`src/rtl/fzt_pkg.sv`:
```
package fzt_pkg;
    localparam int LINE_T      = 224;
    localparam int FRAME_LINES = 312;
    localparam int DISP_T      = 128;
    localparam int DISP_LINES  = 192;
    localparam int TOP_LINES   = 64;
    localparam int IRQ_T       = 32;
    localparam int PHASES      = 8;
    localparam int MAX_STALL   = 6;

    localparam int POS_W   = $clog2(LINE_T);
    localparam int LINE_W  = $clog2(FRAME_LINES);
    localparam int STALL_W = $clog2(MAX_STALL + 1);
    localparam int PH_W    = $clog2(PHASES);

    typedef enum logic {
        ST_IDLE = 1'b0,
        ST_HOLD = 1'b1
    } wait_st_e;
endpackage

```
`src/rtl/fzt_beam.sv`:
```
module fzt_beam #(
    parameter int LINE_T      = 224,
    parameter int FRAME_LINES = 312,
    parameter int IRQ_T       = 32,
    parameter int POS_W       = 8,
    parameter int LINE_W      = 9
) (
    input  logic              clk,
    input  logic              rst_n,
    output logic [POS_W-1:0]  pos,
    output logic [LINE_W-1:0] line,
    output logic              irq
);
    localparam logic [POS_W-1:0]  POS_LAST  = POS_W'(LINE_T - 1);
    localparam logic [LINE_W-1:0] LINE_LAST = LINE_W'(FRAME_LINES - 1);
    localparam logic [POS_W-1:0]  IRQ_END   = POS_W'(IRQ_T);

    always_ff @(posedge clk or negedge rst_n) begin
        if (!rst_n) begin
            pos  <= '0;
            line <= '0;
        end else if (pos == POS_LAST) begin
            pos  <= '0;
            line <= (line == LINE_LAST) ? '0 : line + 1'b1;
        end else begin
            pos <= pos + 1'b1;
        end
    end

    // interrupt spans the start of line 0 only
    always_comb irq = (line == '0) && (pos < IRQ_END);
endmodule

```
`src/rtl/fzt_contend.sv`:
```
module fzt_contend #(
    parameter int LINE_T     = 224,
    parameter int DISP_T     = 128,
    parameter int DISP_LINES = 192,
    parameter int TOP_LINES  = 64,
    parameter int PHASES     = 8,
    parameter int MAX_STALL  = 6,
    parameter int POS_W      = 8,
    parameter int LINE_W     = 9,
    parameter int STALL_W    = 3,
    parameter int PH_W       = 3
) (
    input  logic [POS_W-1:0]   pos,
    input  logic [LINE_W-1:0]  line,
    input  logic               req_valid,
    input  logic               req_io,
    input  logic [15:0]        req_addr,
    output logic               disp_active,
    output logic [STALL_W-1:0] delay
);
    localparam logic [LINE_W-1:0] L_FIRST = LINE_W'(TOP_LINES);
    localparam logic [LINE_W-1:0] L_LAST  = LINE_W'(TOP_LINES + DISP_LINES - 1);
    localparam logic [POS_W-1:0]  P_DISP  = POS_W'(DISP_T);
    localparam logic [POS_W-1:0]  P_LAST  = POS_W'(LINE_T - 1);

    logic             in_rows;
    logic             lead_rows;
    logic             in_window;
    logic             hit;
    logic [POS_W-1:0] pos_n;
    logic [PH_W-1:0]  phase;

    // stall for each phase of the repeating pattern, computed per entry
    logic [STALL_W-1:0] pat [PHASES];
    for (genvar g = 0; g < PHASES; g++) begin : g_pat
        if (g < MAX_STALL) begin : g_on
            assign pat[g] = STALL_W'(MAX_STALL - g);
        end else begin : g_off
            assign pat[g] = '0;
        end
    end

    always_comb begin
        in_rows     = (line >= L_FIRST) && (line <= L_LAST);
        lead_rows   = (line >= L_FIRST - 1'b1) && (line <= L_LAST - 1'b1);
        disp_active = in_rows && (pos < P_DISP);
        // the window opens one cycle ahead of each display line
        in_window   = (in_rows && (pos < P_DISP - 1'b1)) ||
                      (lead_rows && (pos == P_LAST));
        pos_n       = pos + 1'b1;
        phase       = pos_n[PH_W-1:0];
        hit         = req_valid &&
                      (req_io ? !req_addr[0] : (req_addr[15:14] == 2'b01));
        delay       = (hit && in_window) ? pat[phase] : '0;
    end
endmodule

```
`src/rtl/fzt_wait_fsm.sv`:
```
module fzt_wait_fsm
    import fzt_pkg::*;
#(
    parameter int STALL_W = 3
) (
    input  logic               clk,
    input  logic               rst_n,
    input  logic [STALL_W-1:0] delay,
    output logic [STALL_W-1:0] stall_len,
    output logic               cpu_wait
);
    wait_st_e           state, state_n;
    logic [STALL_W-1:0] left, left_n;

    always_ff @(posedge clk or negedge rst_n) begin
        if (!rst_n) begin
            state <= ST_IDLE;
            left  <= '0;
        end else begin
            state <= state_n;
            left  <= left_n;
        end
    end

    always_comb begin
        state_n = state;
        left_n  = left;
        unique case (state)
            ST_IDLE: begin
                if (delay != '0) begin
                    state_n = ST_HOLD;
                    left_n  = delay;
                end
            end
            ST_HOLD: begin
                if (left == STALL_W'(1)) begin
                    state_n = ST_IDLE;
                    left_n  = '0;
                end else begin
                    left_n = left - 1'b1;
                end
            end
        endcase
    end

    always_comb begin
        stall_len = '0;
        cpu_wait  = 1'b0;
        unique case (state)
            ST_IDLE: stall_len = delay;
            ST_HOLD: cpu_wait  = 1'b1;
        endcase
    end
endmodule

```
`src/rtl/fzt_frame_timer.sv`:
```
module fzt_frame_timer
    import fzt_pkg::*;
(
    input  logic               clk,
    input  logic               rst_n,
    input  logic               req_valid,
    input  logic               req_io,
    input  logic [15:0]        req_addr,
    output logic               frame_irq,
    output logic [LINE_W-1:0]  line_num,
    output logic [POS_W-1:0]   line_pos,
    output logic               disp_active,
    output logic [STALL_W-1:0] stall_len,
    output logic               cpu_wait
);
    logic [STALL_W-1:0] delay;

    fzt_beam #(
        .LINE_T(LINE_T), .FRAME_LINES(FRAME_LINES), .IRQ_T(IRQ_T),
        .POS_W(POS_W), .LINE_W(LINE_W)
    ) u_beam (
        .clk(clk), .rst_n(rst_n),
        .pos(line_pos), .line(line_num), .irq(frame_irq)
    );

    fzt_contend #(
        .LINE_T(LINE_T), .DISP_T(DISP_T), .DISP_LINES(DISP_LINES),
        .TOP_LINES(TOP_LINES), .PHASES(PHASES), .MAX_STALL(MAX_STALL),
        .POS_W(POS_W), .LINE_W(LINE_W), .STALL_W(STALL_W), .PH_W(PH_W)
    ) u_cont (
        .pos(line_pos), .line(line_num),
        .req_valid(req_valid), .req_io(req_io), .req_addr(req_addr),
        .disp_active(disp_active), .delay(delay)
    );

    fzt_wait_fsm #(.STALL_W(STALL_W)) u_fsm (
        .clk(clk), .rst_n(rst_n), .delay(delay),
        .stall_len(stall_len), .cpu_wait(cpu_wait)
    );
endmodule

```
`config.mk`:
```
export PLATFORM = sky130hd
export DESIGN_NAME = fzt_frame_timer
export DESIGN_NICKNAME = d
export VERILOG_FILES = /design/src/rtl/fzt_pkg.sv /design/src/rtl/fzt_beam.sv /design/src/rtl/fzt_contend.sv /design/src/rtl/fzt_wait_fsm.sv /design/src/rtl/fzt_frame_timer.sv
export SDC_FILE = /design/constraint.sdc
export NUM_CORES = 1
export LEC_CHECK = 0
export BUFFER_PORTS_ARGS = -buffer_cell sky130_fd_sc_hd__buf_2
export CELL_PAD_IN_SITES_DETAIL_PLACEMENT = 2
export CELL_PAD_IN_SITES_GLOBAL_PLACEMENT = 2
export CORE_MARGIN = 5
export CORE_UTILIZATION = 33
export CTS_BUF_LIST = sky130_fd_sc_hd__clkbuf_8
export DETAILED_ROUTE_END_ITERATION = 10
export PLACE_DENSITY_LB_ADDON = 0.12
export SYNTH_ARGS = -nofsm -noshare
export SYNTH_HDL_FRONTEND = slang
export SYNTH_SLANG_ARGS = --single-unit
```
`constraint.sdc`:
```
create_clock -name clk -period 3.5 [get_ports clk]
set_input_delay 0.35 -clock clk [delete_from_list [all_inputs] [get_ports clk]]
set_output_delay 0.35 -clock clk [all_outputs]
set_load 0.05 [all_outputs]
```
---- Yosys cells after proc, flatten, opt, wreduce, memory -nomap -nowiden ----
Memory sizes are Yosys's and may differ from the RTL's.
Index checks and enable logic that the tools add are counted.
word-level totals
  output and inout port bits .............. 23
  ROM bits ................................ 24
  memories kept ........................... 1
  register bits ........................... 21
  input bits .............................. 20
memory list
  memory           depth  bits a word  rd ports  clocked after Yosys merged registers in  wr ports  line               RTL
  (no name shown)  8      3            1         0                                        0         fzt_contend.sv:54  delay = (hit && in_window) ? pat[phase] : '0;
operators by class
  $lt $le $gt $ge ......................... 8
  muxes and demuxes ....................... 14
  equality and inequality tests ........... 5
  add/subtract/negate cells ............... 3
  bitwise logic cells ..................... 2
  reduce and logical (&&, ||, !) cells .... 12
operators with widths
  cell                                                                          number
  9-bit by 8-bit <= comparator with 1-bit output, second input constant         2
  3-bit 2-to-1 mux                                                              6
  9-bit by 1-bit adder with 9-bit output, second input constant                 1
  9-bit equality test, second input constant                                    1
  9-bit by 6-bit >= comparator with 1-bit output, second input constant         1
  9-bit by 7-bit >= comparator with 1-bit output, second input constant         1
  9-bit logical NOT                                                             1
  9-bit 2-to-1 mux                                                              1
  8-bit by 1-bit adder with 8-bit output, second input constant                 1
  8-bit equality test, second input constant                                    1
  1-bit logical AND                                                             8
  8-bit by 6-bit less-than comparator with 1-bit output, second input constant  1
  8-bit by 7-bit less-than comparator with 1-bit output, second input constant  1
  8-bit less-than comparator, second input constant                             1
  8-bit 2-to-1 mux                                                              1
  3-bit case mux with 2 select lines                                            1
  4-bit >= comparator, second input constant                                    1
  1-bit 2-to-1 mux                                                              4
  3-bit NOT with 4-bit output                                                   1
  3-bit by 1-bit equality test with 1-bit output, second input constant         1
  3-bit nonzero test                                                            1
  3-bit by 1-bit subtractor with 3-bit output, second input constant            1
  2-bit by 1-bit equality test with 1-bit output, second input constant         1
  2-bit by 1-bit inequality test with 1-bit output, second input constant       1
  4 further kinds                                                               4

---- Longest topological paths before layout ----
Gate-level depths: netlist of run 1.
  word-level depth ........................ 9
  depth in mapped cells ................... 10

---- Hierarchy ----
A second synthesis of run 1 with hierarchy kept.
unflattened totals
  cell total of the unflattened synthesis .. 139
  area total of the unflattened synthesis .. 1,336.3 µm²
by module, submodules not included
  module        sequential area each (µm²)  cells each  area an instance (µm²)  times used
  fzt_beam      425.4                       87          915.9                   1
  fzt_wait_fsm  100.1                       26          264.0                   1
  fzt_contend   0.0                         26          156.4                   1

---- Least setup slack after synthesis of run 1 ----
No wires, ideal clock.
  path kind ............................... register to output
  start point ............................. register u_beam.line[3]
  end point ............................... output port stall_len[1]
  stages on the path, launching flop included .. 11
  buffers on the path ..................... 0
  arrival time ............................ 3.164 ns
  slack ................................... -0.014 ns
  cells stage by stage .................... dfrtp_1 > and3_1 > nand3_1 > nor2_1 > ha_1 > inv_1 > a21oi_1 > o311a_1 > a21oi_2 > or2_4 > nor2_1
between the ends
  longest elaborated chain between the ends .. 7
  elaborated cells on any way between the ends .. 12
ends and longest elaborated chain
  element                                                                       line                                  RTL
  start, declared                                                               fzt_beam.sv:11                        output logic [LINE_W-1:0] line,
  start signal, assigned                                                        fzt_beam.sv:24                        line <= (line == LINE_LAST) ? '0 : line + 1'b1;
  9-bit by 7-bit >= comparator with 1-bit output, or another cell as far along  fzt_contend.sv:44                     in_rows = (line >= L_FIRST) && (line <= L_LAST);
  1-bit logical AND (on tied branches)                                          fzt_contend.sv:44, fzt_contend.sv:45
  1-bit logical AND (on tied branches)                                          fzt_contend.sv:48, fzt_contend.sv:49
  1-bit logical OR (*)                                                          fzt_contend.sv:48                     in_window = (in_rows && (pos < P_DISP - 1'b1)) ||
  1-bit logical AND (*)                                                         fzt_contend.sv:54
  3-bit 2-to-1 mux (*)                                                          fzt_contend.sv:54
  3-bit 2-to-1 mux (*)                                                          fzt_wait_fsm.sv:49                    unique case (state)
  end, declared                                                                 fzt_frame_timer.sv:13                 output logic [STALL_W-1:0] stall_len,
Every way passes the cells marked *; elsewhere a longest branch is shown, timed or not.

---- Final worst setup path of run 1 ----
  start point ............................. register u_beam.pos[0]
  end point ............................... output port stall_len[2]
between the ends
  longest elaborated chain between the ends .. 7
  elaborated cells on any way between the ends .. 13
ends and longest elaborated chain
  element                                               line                RTL
  start, declared                                       fzt_beam.sv:10      output logic [POS_W-1:0] pos,
  start signal, assigned                                fzt_beam.sv:26      pos <= pos + 1'b1;
  8-bit by 1-bit adder with 8-bit output                fzt_contend.sv:50   pos_n = pos + 1'b1;
  3-bit NOT with 4-bit output (implied by the code)     fzt_contend.sv:54
  memory read 8 x 3 bit                                 n/a
  3-bit 2-to-1 mux (implied by the code) (2 in series)  fzt_contend.sv:54
  3-bit 2-to-1 mux (*)                                  fzt_contend.sv:54
  3-bit 2-to-1 mux (*)                                  fzt_wait_fsm.sv:49
Every way passes the cells marked *; elsewhere a longest branch is shown, timed or not. The select of a mux whose other input is x is not followed.

==> impl_metrics.prom, run 1 <==
# TYPE chip_impl_metric gauge
chip_impl_info{name="synthDominantAreaCellType",value="dfrtp_1"} 1
chip_impl_metric{name="slew_headroom",unit="%"} 29.7
chip_impl_metric{name="timing.fmax",unit="MHz"} 323
chip_impl_metric{name="cts_hold_buffers",unit=""} 0
chip_impl_metric{name="p_per_area",unit="nW/um^2"} 260
chip_impl_metric{name="clock_sink_count",unit=""} 21
chip_impl_metric{name="floorplan.rows",unit=""} 23
chip_impl_metric{name="hold_fails_final_rpt",unit=""} 0
chip_impl_metric{name="synthToLayoutAreaGrowth",unit="%"} 16.9
chip_impl_metric{name="vias_per_cell",unit=""} 5.44
chip_impl_metric{name="critical_path.max_stage_delay",unit="ns"} 0.47
chip_impl_metric{name="firstDrtPassIters",unit=""} 4
chip_impl_metric{name="final_antenna_net_count",unit=""} 0
chip_impl_metric{name="netlist_instances",unit=""} 144
chip_impl_metric{name="numCtsBuffers",unit=""} 3
chip_impl_metric{name="synth.lib_cells_used.distinct",unit=""} 48
chip_impl_metric{name="critPathMaxFanout",unit=""} 9
chip_impl_info{name="worstSetupPathType",value="reg2out"} 1
chip_impl_metric{name="fin_ws",unit="ns"} 0.403
chip_impl_metric{name="fin_util",unit="%"} 39.7
chip_impl_metric{name="die_height",unit="um"} 74.1
chip_impl_metric{name="grt_start_max_net_pins",unit=""} 22
chip_impl_metric{name="floorplan.die.width",unit="um"} 74.1
chip_impl_metric{name="p_leak",unit="nW"} 0.756
chip_impl_metric{name="timing.final.crit_period",unit="ns"} 3.10
chip_impl_info{name="worst_path_max_delay_cell",value="dfrtp_1"} 1
chip_impl_metric{name="postRouteWirelength",unit="um"} 3900
chip_impl_info{name="cp_capture_type",value="output port"} 1
chip_impl_metric{name="antenna-diode-count",unit=""} 0
chip_impl_metric{name="fin_nets",unit=""} 201
chip_impl_metric{name="drive_above_1_share",unit="%"} 26.7
chip_impl_metric{name="hpwl",unit="um"} 3050
chip_impl_metric{name="grt_remaining_overflow",unit=""} 0
chip_impl_info{name="netlist_top_cells_area",value="dfrtp_1 39%, ha_1 7.4%, o21ai_0 5.2%, nand3_1 3.3%, xnor2_1 3.2%"} 1
chip_impl_metric{name="rr_worst_depth",unit=""} 7
chip_impl_metric{name="synth.ff_latch_count",unit=""} 21
chip_impl_info{name="holdCritPathClass",value="in2async"} 1
chip_impl_metric{name="worst_pin_slew",unit="ns"} 1.04
chip_impl_info{name="ctsRootBufferMaster",value="clkbuf_8"} 1
chip_impl_info{name="start_kind",value="flop"} 1
chip_impl_metric{name="htree_num_levels",unit=""} 1
chip_impl_metric{name="dr_iter_0_viols",unit=""} 13
chip_impl_metric{name="vias",unit=""} 1207
chip_impl_metric{name="cts_post_setup_buffers_inserted",unit=""} 0
chip_impl_metric{name="synth.yosys.warnings",unit=""} 0
chip_impl_metric{name="synth_area_per_cell",unit="um^2"} 9.43
chip_impl_metric{name="coreArea",unit="um^2"} 4000
chip_impl_metric{name="wl_per_cell",unit="um"} 17.6
chip_impl_metric{name="drv_slew",unit=""} 0
chip_impl_metric{name="part_of_the_yosys_area_used_for_sequential_elements",unit="%"} 38.7
chip_impl_metric{name="cap_viol_max_count",unit=""} 0
chip_impl_metric{name="clkTransAtPathRegs",unit="ns"} 0.08
chip_impl_metric{name="fp.dieArea",unit="um^2"} 5500
chip_impl_info{name="timing.critical_path.max_delay_family",value="simple AND/OR/NAND/NOR gates"} 1
chip_impl_info{name="result_of_the_run",value="finished clean"} 1
chip_impl_metric{name="buffers_on_ports",unit=""} 29
chip_impl_metric{name="cp.depth",unit=""} 8
chip_impl_info{name="clock_tree_from_tritoncts",value="built"} 1
chip_impl_metric{name="fin_crit_sh",unit="%"} 88.5
chip_impl_metric{name="gp_congestion",unit=""} 0.732
chip_impl_metric{name="floorplan.initialDensity",unit="%"} 33.9
chip_impl_metric{name="multi_input_area",unit="um^2"} 767
chip_impl_metric{name="design.portCount",unit=""} 43
chip_impl_info{name="timing.critical_path.cells",value="ha_1 -> and4_1 -> nand4b_4 -> nor4b_4 -> a21oi_2 -> or2_4 -> nor3_2 -> buf_2"} 1
chip_impl_metric{name="filler_cell_count",unit=""} 463
chip_impl_info{name="critical_path.reg2reg.startpoint",value="u_beam.pos[0]$_DFF_PN0_"} 1
chip_impl_info{name="rsz0062_at_grt",value="no"} 1
chip_impl_metric{name="synth_area",unit="um^2"} 1360
chip_impl_metric{name="cts_resized",unit=""} 0
chip_impl_metric{name="ir_drop",unit="uV"} 99.0
chip_impl_metric{name="regArea",unit="um^2"} 526
chip_impl_metric{name="initial_antenna_violation_count",unit=""} 0
chip_impl_metric{name="grt_usage",unit="%"} 15.5
chip_impl_metric{name="rrSetupSlack",unit="ns"} 1.18
chip_impl_metric{name="preCtsSetupSlack",unit="ns"} 0.651
chip_impl_metric{name="clk-insertion-delay-late",unit="ns"} 0.26
chip_impl_metric{name="first_global_vias",unit=""} 1327
chip_impl_metric{name="global_route_wire_length_before_repair",unit="um"} 6490
chip_impl_metric{name="critPathRequiredTime",unit="ns"} 3.15
chip_impl_info{name="worst_setup_path_startpoint",value="u_beam.pos[0]$_DFF_PN0_"} 1
chip_impl_metric{name="share_of_the_synthesized_area_in_the_top_cell_type",unit="%"} 38.7
chip_impl_metric{name="wp_data_arrival",unit="ns"} 2.75
chip_impl_metric{name="mappedNetlistNets",unit=""} 172
chip_impl_metric{name="drc",unit=""} 0
chip_impl_metric{name="timing.critical_path.buf_inv",unit=""} 1
chip_impl_metric{name="setup_viol_count_final",unit=""} 0
chip_impl_metric{name="skew",unit="ns"} 0.00505
chip_impl_metric{name="cts_max_path_buffers",unit=""} 2
==> registers in the layout, summed over array words and instances, names as in the netlist <==
register     cells
u_beam.pos       8
u_beam.line      9
u_fsm.state      1
u_fsm.left       3
==> cell usage after synthesis (all sizes together) <==
master and number:
xnor2 5, or2 2, nand3b 1, a22o 1, o311a 1, nor2b 5
inv 11, maj3 1, o211ai 1, buf 1, o21ai 16, a41o 1
ha 8, a31oi 2, nor3 3, and2 2, dfrtp 21, clkbuf 4
o21a 1, nor4 2, nor3b 1, a22oi 1, nand2b 2, a31o 1
nand3 9, mux2i 1, and3 2, nor2 10, nand4 2, and4 1
o31ai 4, and4b 1, a21oi 5, nand2 6, or3 1, nand4b 2
o21ba 1, xor2 2, nor4b 2, mux2 1
==> worst paths after layout <==
check | endpoint
min | u_beam.line[8]$_DFFE_PN0N_
min in group clk | u_beam.pos[4]$_DFF_PN0_
max | stall_len[2]
max reg2reg | u_fsm.state$_DFF_PN0_
max in group asynchronous | u_beam.pos[2]$_DFF_PN0_
min reg2reg | u_beam.pos[4]$_DFF_PN0_
==> metrics by stage <==
stage	hold WS, ns	total power [mW]	instance area, um^2	instances	setup TNS, ns
after floorplan	0.0544	0.249	1360	144	-0.00325
after global placement	0.351	0.258	1540	218	0
after detailed placement	0.360	0.258	1540	218	0
after CTS	0.0697	0.422	1590	222	0
after global routing	0.0814	0.436	1590	222	0
final	0.0507	0.413	1590	222	0
==> cell type report <==
| type | instances | share of cell area (%) |
|---|---|---|
| multi-input combinational | 107 | 48.3 |
| inverter | 11 | 2.60 |
| timing repair buffer | 29 | 9.15 |
| sequential | 21 | 33.1 |
| clock inverter | 1 | 0.237 |
| tap | 50 | 3.94 |
| clock buffer | 3 | 2.60 |
==> cell families after synthesis <==
kind of cell | count (synthesis) | share of synthesized area (%)
and+or+nand+nor | 54 | 25.2
AOI/OAI and AO/OA | 35 | 17.0
DFF | 21 | 38.7
buffers and inverters | 16 | 4.98
adders and majority gates | 9 | 8.11
xor gates and xnor gates | 7 | 4.52
muxes | 2 | 1.57
==> worst register-to-register path: cells and delay by family (launching register included) <==
family                   cells  cell delay (ns)
AO/OA/AOI/OAI                2             0.25
flip-flops                   1             0.47
AND/OR/NAND/NOR              4             1.27
adder cells (fa/ha/maj)      1             0.27
==> layer usage <==
layer	global-route usage (%)	share of wire, %	up-vias
met2	29.5	56	16
met3	1.76	2.3	4
met1	17.8	40	615
met4	4.83	1.3	0
li1	-	-	572
met5	0	0	-
==> placed cells by master (no fill, tap or decap), types with 2 or more instances in the layout <==
cell type and instances:
nor4_1 2, and3_1 2, nand3_1 9, inv_1 12
xnor2_1 5, nor3_1 2, o21ai_0 14, nor2_1 9
nand2b_1 2, clkbuf_8 3, a31oi_1 2, buf_2 29
o31ai_1 4, ha_1 8, dfrtp_1 21, nand4_1 2
a21oi_1 4, xor2_1 2, nor2b_1 5, nand2_1 6
==> power breakdown <==
group | internal [mW] | switching [mW] | leakage [nW]
Sequential | 0.242 | 0 | 0.279
Combinational | 0.00337 | 0.00709 | 0.450
Clock | 0.0782 | 0.0821 | 0.0269
Total | 0.324 | 0.0891 | 0.756
Power figures use the tool's default switching activity.
==> inputs of run 2 (changes only) <==
- CORE_ASPECT_RATIO: not set -> 0.75
- clock period: 3.5 -> 3.85 ns (I/O delays scaled with it)
==> run 2 against run 1 <==
Net effect: clock power shrank 5%; register-to-register slack improved by 0.32 ns; routed wire length rose by 0.95%; critical endpoint unchanged; largest power group unchanged.
==> impl_metrics.prom, run 2 (synthesis results as in run 1) <==
# TYPE chip_impl_metric gauge
chip_impl_metric{name="p_per_area",unit="nW/um^2"} 240
chip_impl_metric{name="setup_viol_count_final",unit=""} 0
chip_impl_metric{name="timing.fmax",unit="MHz"} 315
chip_impl_metric{name="first_global_vias",unit=""} 1328
chip_impl_metric{name="p_leak",unit="nW"} 0.754
chip_impl_metric{name="floorplan.initialDensity",unit="%"} 33.9
chip_impl_metric{name="cts_hold_buffers",unit=""} 0
chip_impl_metric{name="postRouteWirelength",unit="um"} 3940
chip_impl_metric{name="floorplan.rows",unit=""} 20
chip_impl_metric{name="final_antenna_net_count",unit=""} 0
chip_impl_metric{name="whs",unit="ns"} 0.0779
chip_impl_metric{name="critPathRequiredTime",unit="ns"} 3.46
chip_impl_metric{name="global_route_wire_length_before_repair",unit="um"} 6840
chip_impl_metric{name="firstDrtPassIters",unit=""} 4
chip_impl_metric{name="htree_num_levels",unit=""} 1
chip_impl_metric{name="cts_post_setup_buffers_inserted",unit=""} 0
chip_impl_metric{name="timing.final.crit_period",unit="ns"} 3.17
chip_impl_info{name="commonest_non_fill_non_tap_cells_in_the_layout",value="29 x buf_2, 21 x dfrtp_1, 14 x o21ai_0"} 1
chip_impl_metric{name="largest_register_ffs",unit=""} 9
chip_impl_metric{name="regArea",unit="um^2"} 526
chip_impl_metric{name="fin_ws",unit="ns"} 0.676
chip_impl_info{name="start_kind",value="flop"} 1
chip_impl_info{name="biggestRegsByFlops",value="u_beam.line x9, u_beam.pos x8, u_fsm.left x3"} 1
chip_impl_metric{name="dp.cells",unit=""} 223
chip_impl_metric{name="grt_remaining_overflow",unit=""} 0
chip_impl_metric{name="coreArea",unit="um^2"} 4000
chip_impl_metric{name="wl_per_cell",unit="um"} 17.3
chip_impl_metric{name="stdcell_count",unit=""} 227
chip_impl_metric{name="clk-insertion-delay-late",unit="ns"} 0.26
chip_impl_metric{name="grt_usage",unit="%"} 15.8
chip_impl_metric{name="wp_data_arrival",unit="ns"} 2.79
chip_impl_metric{name="hold_fails_final_rpt",unit=""} 0
chip_impl_metric{name="vias",unit=""} 1183
chip_impl_metric{name="dr_iter_0_viols",unit=""} 63
chip_impl_metric{name="numCtsBuffers",unit=""} 3
chip_impl_metric{name="drive_above_1_share",unit="%"} 26.7
chip_impl_metric{name="initial_antenna_violation_count",unit=""} 0
chip_impl_metric{name="cts_max_path_buffers",unit=""} 2
chip_impl_metric{name="buffers_on_ports",unit=""} 29
chip_impl_metric{name="slew_headroom",unit="%"} 32.3
chip_impl_metric{name="finalSetupTns",unit="ns"} 0
chip_impl_info{name="ctsRootBufferMaster",value="clkbuf_8"} 1
chip_impl_metric{name="antenna-diode-count",unit=""} 0
chip_impl_metric{name="grt_start_max_net_pins",unit=""} 22
chip_impl_info{name="mostFrequentLayoutCell",value="buf_2"} 1
chip_impl_metric{name="ir_drop",unit="uV"} 200
chip_impl_metric{name="fp.dieArea",unit="um^2"} 5510
chip_impl_metric{name="cap_viol_max_count",unit=""} 0
chip_impl_info{name="biggest_register",value="u_beam.line"} 1
chip_impl_info{name="critical_path.reg2reg.startpoint",value="u_beam.line[3]$_DFFE_PN0N_"} 1
chip_impl_info{name="worstSetupPathType",value="reg2out"} 1
chip_impl_metric{name="filler_cell_count",unit=""} 448
chip_impl_metric{name="vias_per_cell",unit=""} 5.21
chip_impl_info{name="rsz0062_at_grt",value="no"} 1
chip_impl_info{name="cp_capture_type",value="output port"} 1
chip_impl_info{name="worst_setup_path_startpoint",value="u_beam.line[3]$_DFFE_PN0N_"} 1
chip_impl_info{name="holdCritPathClass",value="in2async"} 1
chip_impl_metric{name="hpwl",unit="um"} 3010
chip_impl_metric{name="worst_pin_slew",unit="ns"} 1.01
chip_impl_metric{name="fin_crit_sh",unit="%"} 82.4
chip_impl_info{name="result_of_the_run",value="finished clean"} 1
chip_impl_metric{name="design.portCount",unit=""} 43
chip_impl_metric{name="floorplan.die.width",unit="um"} 84.1
chip_impl_metric{name="clock_sink_count",unit=""} 21
chip_impl_metric{name="die_height",unit="um"} 65.5
chip_impl_metric{name="fin_util",unit="%"} 39.8
chip_impl_metric{name="preCtsSetupSlack",unit="ns"} 0.957
chip_impl_metric{name="cts_resized",unit=""} 0
chip_impl_metric{name="drv_slew",unit=""} 0
chip_impl_metric{name="multi_input_area",unit="um^2"} 764
chip_impl_metric{name="drc",unit=""} 0
chip_impl_metric{name="fin_total_pwr",unit="uW"} 381
chip_impl_metric{name="rrSetupSlack",unit="ns"} 1.50
chip_impl_info{name="clock_tree_from_tritoncts",value="built"} 1
chip_impl_metric{name="synthToLayoutAreaGrowth",unit="%"} 17.2
chip_impl_metric{name="gp_congestion",unit=""} 0.788
chip_impl_metric{name="critPathMaxFanout",unit=""} 9
chip_impl_metric{name="clkTransAtPathRegs",unit="ns"} 0.08
chip_impl_metric{name="fin_nets",unit=""} 201
chip_impl_metric{name="postLayoutCellArea",unit="um^2"} 1590
chip_impl_metric{name="placed_cell_area",unit="um^2"} 1550
chip_impl_metric{name="skew",unit="ns"} 0.00297
-- run 2: final cells by class --
type / count / share of cell area, %
Multi-Input combinational cell: 107 / 48.0
Sequential cell: 21 / 33.0
Timing Repair Buffer: 29 / 9.12
Tap cell: 55 / 4.32
Clock buffer: 3 / 2.59
Inverter: 11 / 2.59
Clock inverter: 1 / 0.314
-- run 2: where the power goes --
part	switching (mW)	leakage [nW]	internal, mW
Clock	0.0793	0.0255	0.0722
Sequential	0	0.279	0.220
Combinational	0.00648	0.450	0.00306
Total	0.0858	0.754	0.296
-- run 2: worst max-delay path, stage by stage, from the launching register on --
cell	delay (ns)
dfrtp_1	0.51
and3_1	0.28
nand3_1	0.13
nor2_1	0.14
ha_1	0.20
inv_1	0.05
a21oi_1	0.17
o311a_1	0.25
a21oi_2	0.12
or2_4	0.28
nor3_2	0.10
buf_2	0.28
-- run 2: path summary, 6_finish.rpt --
path	to	cells after the start
max	stall_len[2]	11
min	u_beam.pos[2]$_DFF_PN0_	1
max reg2reg	u_fsm.left[0]$_DFFE_PN0P_	10
min reg2reg	u_beam.pos[4]$_DFF_PN0_	1
max in group asynchronous	u_beam.line[6]$_DFFE_PN0N_	1
min in group clk	u_beam.pos[4]$_DFF_PN0_	1
-- run 2: routing by layer --
metal	up-vias	global-route usage, %	share of wire (%)	routed length [um]
met2	21	26.2	46	1800
met4	0	1.81	0.48	19
met3	2	4.39	3.2	124
li1	569	-	-	-
met5	-	0	0	0
met1	591	21.1	51	1990
